==> config.mk <==
export PLATFORM = sky130hd
export DESIGN_NAME = tick_fanout_ctrl
export DESIGN_NICKNAME = d
export VERILOG_FILES = /design/src/rtl/tick_fanout_ctrl.sv
export SDC_FILE = /design/constraint.sdc
export NUM_CORES = 1
export LEC_CHECK = 0
export ABC_AREA = 0
export BUFFER_PORTS_ARGS = -buffer_cell sky130_fd_sc_hd__buf_2
export CAP_MARGIN = 20
export CELL_PAD_IN_SITES_DETAIL_PLACEMENT = 0
export CELL_PAD_IN_SITES_GLOBAL_PLACEMENT = 1
export CORE_MARGIN = 2
export CORE_UTILIZATION = 44
export CTS_BUF_LIST = sky130_fd_sc_hd__clkbuf_8
export DETAILED_ROUTE_END_ITERATION = 16
export GPL_TIMING_DRIVEN = 0
export PLACE_DENSITY = 0.95
export SLEW_MARGIN = 40
export SYNTH_ARGS = -nofsm -noshare
export SYNTH_HDL_FRONTEND = slang
export SYNTH_SLANG_ARGS = --single-unit
==> constraint.sdc <==
create_clock -name clk -period 2.7 [get_ports clk]
set_input_delay 0.27 -clock clk [delete_from_list [all_inputs] [get_ports clk]]
set_output_delay 0.27 -clock clk [all_outputs]
set_load 0.005 [all_outputs]
==> src/rtl/tick_fanout_ctrl.sv <==
module tick_fanout_ctrl #(
  parameter int LINKS = 4,
  parameter int TW    = 8
) (
  input  logic             clk,
  input  logic             rst_n,
  input  logic [1:0]       mode,
  input  logic [LINKS-1:0] link_mask,
  input  logic [TW-1:0]    ack_timeout,
  input  logic             timer_ovf,
  input  logic             parent_tick,
  input  logic [LINKS-1:0] tick_out_ready,
  input  logic [LINKS-1:0] ack_in,
  output logic [LINKS-1:0] tick_out_valid,
  output logic             local_tick,
  output logic             busy,
  output logic             overrun,
  output logic [LINKS-1:0] link_err
);

  logic [LINKS-1:0] pend, outst, sel, hs;
  logic [TW-1:0]    cnt;
  logic             relay_q, sw_q;

  wire ev      = mode[1] ? parent_tick : timer_ovf;
  wire waiting = (|outst) && (sw_q || pend == '0);
  wire expire  = waiting && (cnt == ack_timeout);

  assign busy = (|pend) || (|outst);
  assign sel  = pend & (~pend + 1'b1);
  assign tick_out_valid = relay_q ? pend : ((sw_q && |outst) ? '0 : sel);
  assign hs   = tick_out_valid & tick_out_ready;

  always_ff @(posedge clk or negedge rst_n) begin
    if (!rst_n) begin
      pend       <= '0;
      outst      <= '0;
      cnt        <= '0;
      relay_q    <= 1'b0;
      sw_q       <= 1'b0;
      local_tick <= 1'b0;
      overrun    <= 1'b0;
      link_err   <= '0;
    end else begin
      local_tick <= 1'b0;
      if (ev) begin
        if (busy) begin
          overrun <= 1'b1;
        end else begin
          local_tick <= 1'b1;
          pend       <= link_mask;
          relay_q    <= mode[1];
          sw_q       <= (mode == 2'd0);
          cnt        <= '0;
        end
      end
      if (busy) begin
        pend <= pend & ~hs;
        if (expire) begin
          link_err <= link_err | (outst & ~ack_in);
          outst    <= '0;
        end else begin
          outst <= (outst & ~ack_in) | (relay_q ? '0 : hs);
        end
        if (|hs)         cnt <= '0;
        else if (waiting) cnt <= cnt + 1'b1;
      end
    end
  end


  reset_idle_chk: assert property (@(posedge clk) disable iff (!rst_n)
    $rose(rst_n) |-> (!busy && !overrun && link_err == '0));


  start_when_idle_chk: assert property (@(posedge clk) disable iff (!rst_n)
    local_tick |-> !$past(busy));


  valid_hold_chk: assert property (@(posedge clk) disable iff (!rst_n)
    (|(tick_out_valid & ~tick_out_ready)) |=>
      ((tick_out_valid & $past(tick_out_valid & ~tick_out_ready))
        == $past(tick_out_valid & ~tick_out_ready)));


  single_outstanding_chk: assert property (@(posedge clk) disable iff (!rst_n)
    sw_q |-> ($countones(outst) <= 1));


  overrun_sticky_chk: assert property (@(posedge clk) disable iff (!rst_n)
    overrun |=> overrun);


  overrun_cause_chk: assert property (@(posedge clk) disable iff (!rst_n)
    $rose(overrun) |-> $past(busy));


  err_sticky_chk: assert property (@(posedge clk) disable iff (!rst_n)
    1'b1 |=> ((link_err & $past(link_err)) == $past(link_err)));

endmodule

[After elaboration in Yosys (flattened, before gate mapping)]
Index checks and enable logic that the tools add are counted.
Word-level totals
  bits in latches: 0
  register bits after elaboration: 24
  bits in read-only memories: 0
  logic and storage cells: 49
  RAM bits: 0
  output and inout port bits: 11
  memories: 0
Cells by class
  add/subtract/negate cells: 2
  reduce and logical (&&, ||, !) cells: 14
  multiplexer cells: 14
  shifts and indexed selects: 0
  div/mod/pow operators: 0
  magnitude comparators: 0
  bitwise gates (word level): 10
  multiply operators: 0
  equal/unequal tests: 1
Operator list (count)
  2-to-1 mux 8 bit: 5
  2-to-1 mux 4 bit: 6
  bitwise AND 4 bit: 4
  inverter 4 bit: 3
  OR reduction 4 bit: 3
  adder 8 x 1 -> 8 bit (second input constant): 1
  == test 8 bit: 1
  bitwise OR 4 bit: 2
  AND reduction 2 bit: 3
  adder 4 x 1 -> 4 bit (second input constant): 1
  zero test 4 bit: 1
  logical AND 1 bit: 3
  2-to-1 mux 1 bit: 3
  zero test 2 bit: 1
  logical OR 1 bit: 2
  nonzero test 2 bit: 1
  inverter 1 bit: 1

[Longest topological paths before layout]
  depth in word-level cells: 9
  gate-level depth with buffers: 7
  depth with buffers taken out: 6

[Worst setup path before layout]
No wires, ideal clock.
  path type: register to register
  from: reg pend[2]
  to: reg cnt[7]
  slack: 1.008 ns
  data required time: 2.605 ns
  cell stages (with the launch flop): 8
  setup time: 0.095 ns
  arrival: 1.596 ns
  path through: dfrtp_1 -> or4_1 -> buf_6 -> nor2_8 -> and2_1 -> buf_4 -> a31oi_1 -> o32ai_2
On the way
  longest elaborated chain between the ends: 9
  elaborated cells on any way between the ends: 17
  those cells by class: add/sub: 1; mux: 7; bitwise: 3; reduce/logical: 6
Ends and longest elaborated chain
  from (decl): RTL line 21  | logic [LINKS-1:0] pend, outst, sel, hs;
  from (signal assigned): RTL line 51  | pend <= link_mask;
  from (signal assigned): RTL line 58  | pend <= pend & ~hs;
  inverter 4 bit: RTL line 30  | assign sel = pend & (~pend + 1'b1);
  adder 4 x 1 -> 4 bit: RTL line 30
  bitwise AND 4 bit: RTL line 30
  2-to-1 mux 4 bit (2 in series): RTL line 31  | assign tick_out_valid = relay_q ? pend : ((sw_q && |outst) ? '0 : sel);
  bitwise AND 4 bit: RTL line 32  | assign hs = tick_out_valid & tick_out_ready;
  OR reduction 4 bit: RTL line 65  | if (|hs) cnt <= '0;
  2-to-1 mux 8 bit: RTL line 65
  2-to-1 mux 8 bit (*): RTL line 57  | if (busy) begin
  to (signal assigned): RTL line 66  | else if (waiting) cnt <= cnt + 1'b1;
  to (decl): RTL line 22  | logic [TW-1:0] cnt;
Every way passes the cells marked *; elsewhere a longest branch is shown, timed or not.
A chain may end at the register's enable or synchronous reset.

[Worst setup path after layout]
  from: reg pend[2]
  to: out busy
On the way
  longest elaborated chain between the ends: 2
Ends and longest elaborated chain
  OR reduction 4 bit: RTL line 29  | assign busy = (|pend) || (|outst);
  logical OR 1 bit: RTL line 29
  to (decl): RTL line 16  | output logic busy,
No other way between the ends.

==> out/metrics.csv <==
metric,value,unit
die height,61.24,um
Routed WL,3344,um
clk slew on worst S/H paths,0.09,ns
initial DRC count,50,
first-pass GRT wire length,5430,um
hold path startpoint,mode[0],
Synthesized Nets,170,
FF-to-FF path depth,7,
worst-skew pair later-pin latency,0.27,ns
grt met3 use,2.521,%
GRT busiest layer,met2,
post-synthesis sequential area ratio,41.67,%
max-cap viol count,0,
skew final,0.003738,ns
post-synth top area cell,dfrtp_1,
Avg Vias per Cell,5.461,
synth unique cells,49,
min Tclk post-route,2.072,ns
final hold viol count,0,
post-synth top area share,41.67,%
vias in the first global route,1201,
post-route ant nets,0,
period utilisation layout,76.74,%
Worst Tran Pin Value,0.5765,ns
status,completed,
unrepaired setup endpoints after global routing,no,
YS warnings,0,
antenna cell count,0,
Hold Path End,sw_q,
GRT met2 Usage,32.52,%
Hold Path Cell Cnt,2,
Post-CTS Setup Bufs,0,
Layout fillers,287,
TritonCTS Buffers,3,
core box area,0.003078,sq mm
"count leader, synth",dfrtp_1,
max_slew headroom,61.25,%
Overflow after GRT,0,
die width,61.24,um
Initial Util,46.83,%
CP Launch Type,flip-flop,
post_cts resized,0,
post-synthesis register bit count,24,
# DRC,0,
R2R Setup Slk,0.84,ns
Rows,20,
Critical Path Source,pend[2],
H-tree depth,1,
post-synthesis async set-or-reset flop share,100.0,%
clock sink count,24,
die area,0.003750,sq mm
# IOs,37,
CP Capture Type,output pin,
Bufs on Longest Clock Path,2,
"Power, Total",1.622,mW
commonest cells in the netlist,"24 x dfrtp_1, 12 x nand2_1, 9 x xnor2_1, 7 x a21oi_1, 7 x nor2_1",
reg2reg start,pend[2],
CTS tree,done,
leakage,0.7849,nW
Area Growth Syn to Fin,21.27,%
via count,1245,
Post-Synthesis Cells,143,
All-Layer GR Usage,19.63,%
reg2reg end,cnt[7],
ys flop type,dfrtp_1,
"Arr. time, crit path",1.80,ns
RD Place Congestion,0.8373,
ranking of synthesized cells by area,"dfrtp_1 42%, xnor2_1 5.5%, nand2_1 3.1%",
maximum number of pins on one net before global-route repair,25,
Routed WL per cell,14.67,um
Setup Viol. Count Final,0,
P per Cell Area,927.7,mW/mm^2
number of port buffers,36,
hpwl dp,2621,um
Final Max Tran Viols,0,
DP Area,0.001677,sq mm
nets@finish,212,
cell area after layout,0.001748,sq mm
initial antenna violation count,0,
number of synthesized flops with an enable pin,0,
mapped cell area,0.001441,sq mm
Setup TNS,0,ns
syn avg cell area,10.08,sq um
Peak Freq,0.4826,GHz
clock root cell,clkbuf_8,
Hold Crit Class,in2reg,
layout cell share with drive strength beyond 1,32.61,%
CP max FO,7,
Worst Path Required,2.43,ns
Max IR drop VDD,0.4716,mV
met1 Usage GRT,25.79,%
Initial DRT Pass Iterations,4,
critical path class,reg2out,
==> metrics by stage <==
step                      instances  hold slack, ns  setup slack (ns)  util, %
after floorplan                 143        -0.02559             1.008        -
after global placement          223          0.2792            0.8952    54.47
after detailed placement        223          0.2978            0.8256    54.47
after CTS                       228          0.1685            0.6227    56.59
after global routing            228          0.1662            0.5429    56.79
final                           228          0.1636            0.6280    56.79
==> power by group <==
part	internal [mW]	switching (mW)
logic	0.359	0.481
registers	0.425	0.102
clock network	0.131	0.123
total	0.915	0.707
==> layout by cell type (no fill, tap or decap), drive strengths merged, types with 3 or more instances in the layout <==
cell type	count
or2	5
o21ai	4
and3	3
nand3	3
buf	38
nand2	12
and2	4
nor2	9
clkbuf	5
o41ai	4
o21a	3
xnor2	9
inv	7
a22o	5
a21oi	10
nand2b	5
dfrtp	24
nand4	4
==> area by class of cell <==
cell class                      count  area [sq um]  share of cell area [%]
Clock buffer                        4         55.05                   3.150
Inverter                            7         26.28                   1.503
Multi-Input combinational cell    109         798.3                   45.67
Buffer                              3         22.52                   1.288
Tap cell                           44         55.05                   3.150
Timing Repair Buffer               37         190.2                   10.88
Sequential cell                    24         600.6                   34.36
==> critical path, cell delays in order, from the launching register on <==
cell     delay, ns
dfrtp_1       0.44
or4_1         0.56
buf_6         0.17
nor2_8        0.13
inv_2         0.10
buf_2         0.14
==> per-layer routing <==
layer | vias to the layer above | part of all wire (%)
met5 | - | 0
met4 | 0 | 2.0
met3 | 7 | 3.8
met2 | 33 | 50
met1 | 593 | 44
li1 | 612 | -
==> cells by family after synthesis <==
| logic type | after synthesis | synth area share, % |
|---|---|---|
| mux | 2 | 1.389 |
| flops | 24 | 41.67 |
| fa+ha+maj | 1 | 0.8679 |
| compound gates | 43 | 25.44 |
| xor+xnor | 10 | 6.077 |
| buf+inv | 10 | 3.385 |
| simple gates | 53 | 21.18 |
==> registers in the layout (all words and copies together), names as in the netlist <==
| signal | count |
|---|---|
| overrun | 1 |
| local_tick | 1 |
| outst | 4 |
| link_err | 4 |
| pend | 4 |
| cnt | 8 |
| relay_q | 1 |
| sw_q | 1 |
==> how the worst max path moves through the flow <==
| stage | to |
|---|---|
| after global placement | cnt[7] |
| after detailed placement | cnt[4] |
| final | busy |
| after global routing | busy |
| after floorplan | cnt[7] |
| after CTS | busy |
==> repair_timing <==
action	CTS	global route
setup endpoints to repair	0	0
hold buffers	1	0
hold endpoints to repair	11	0
Note: power is estimated with default switching activity, not from simulation.
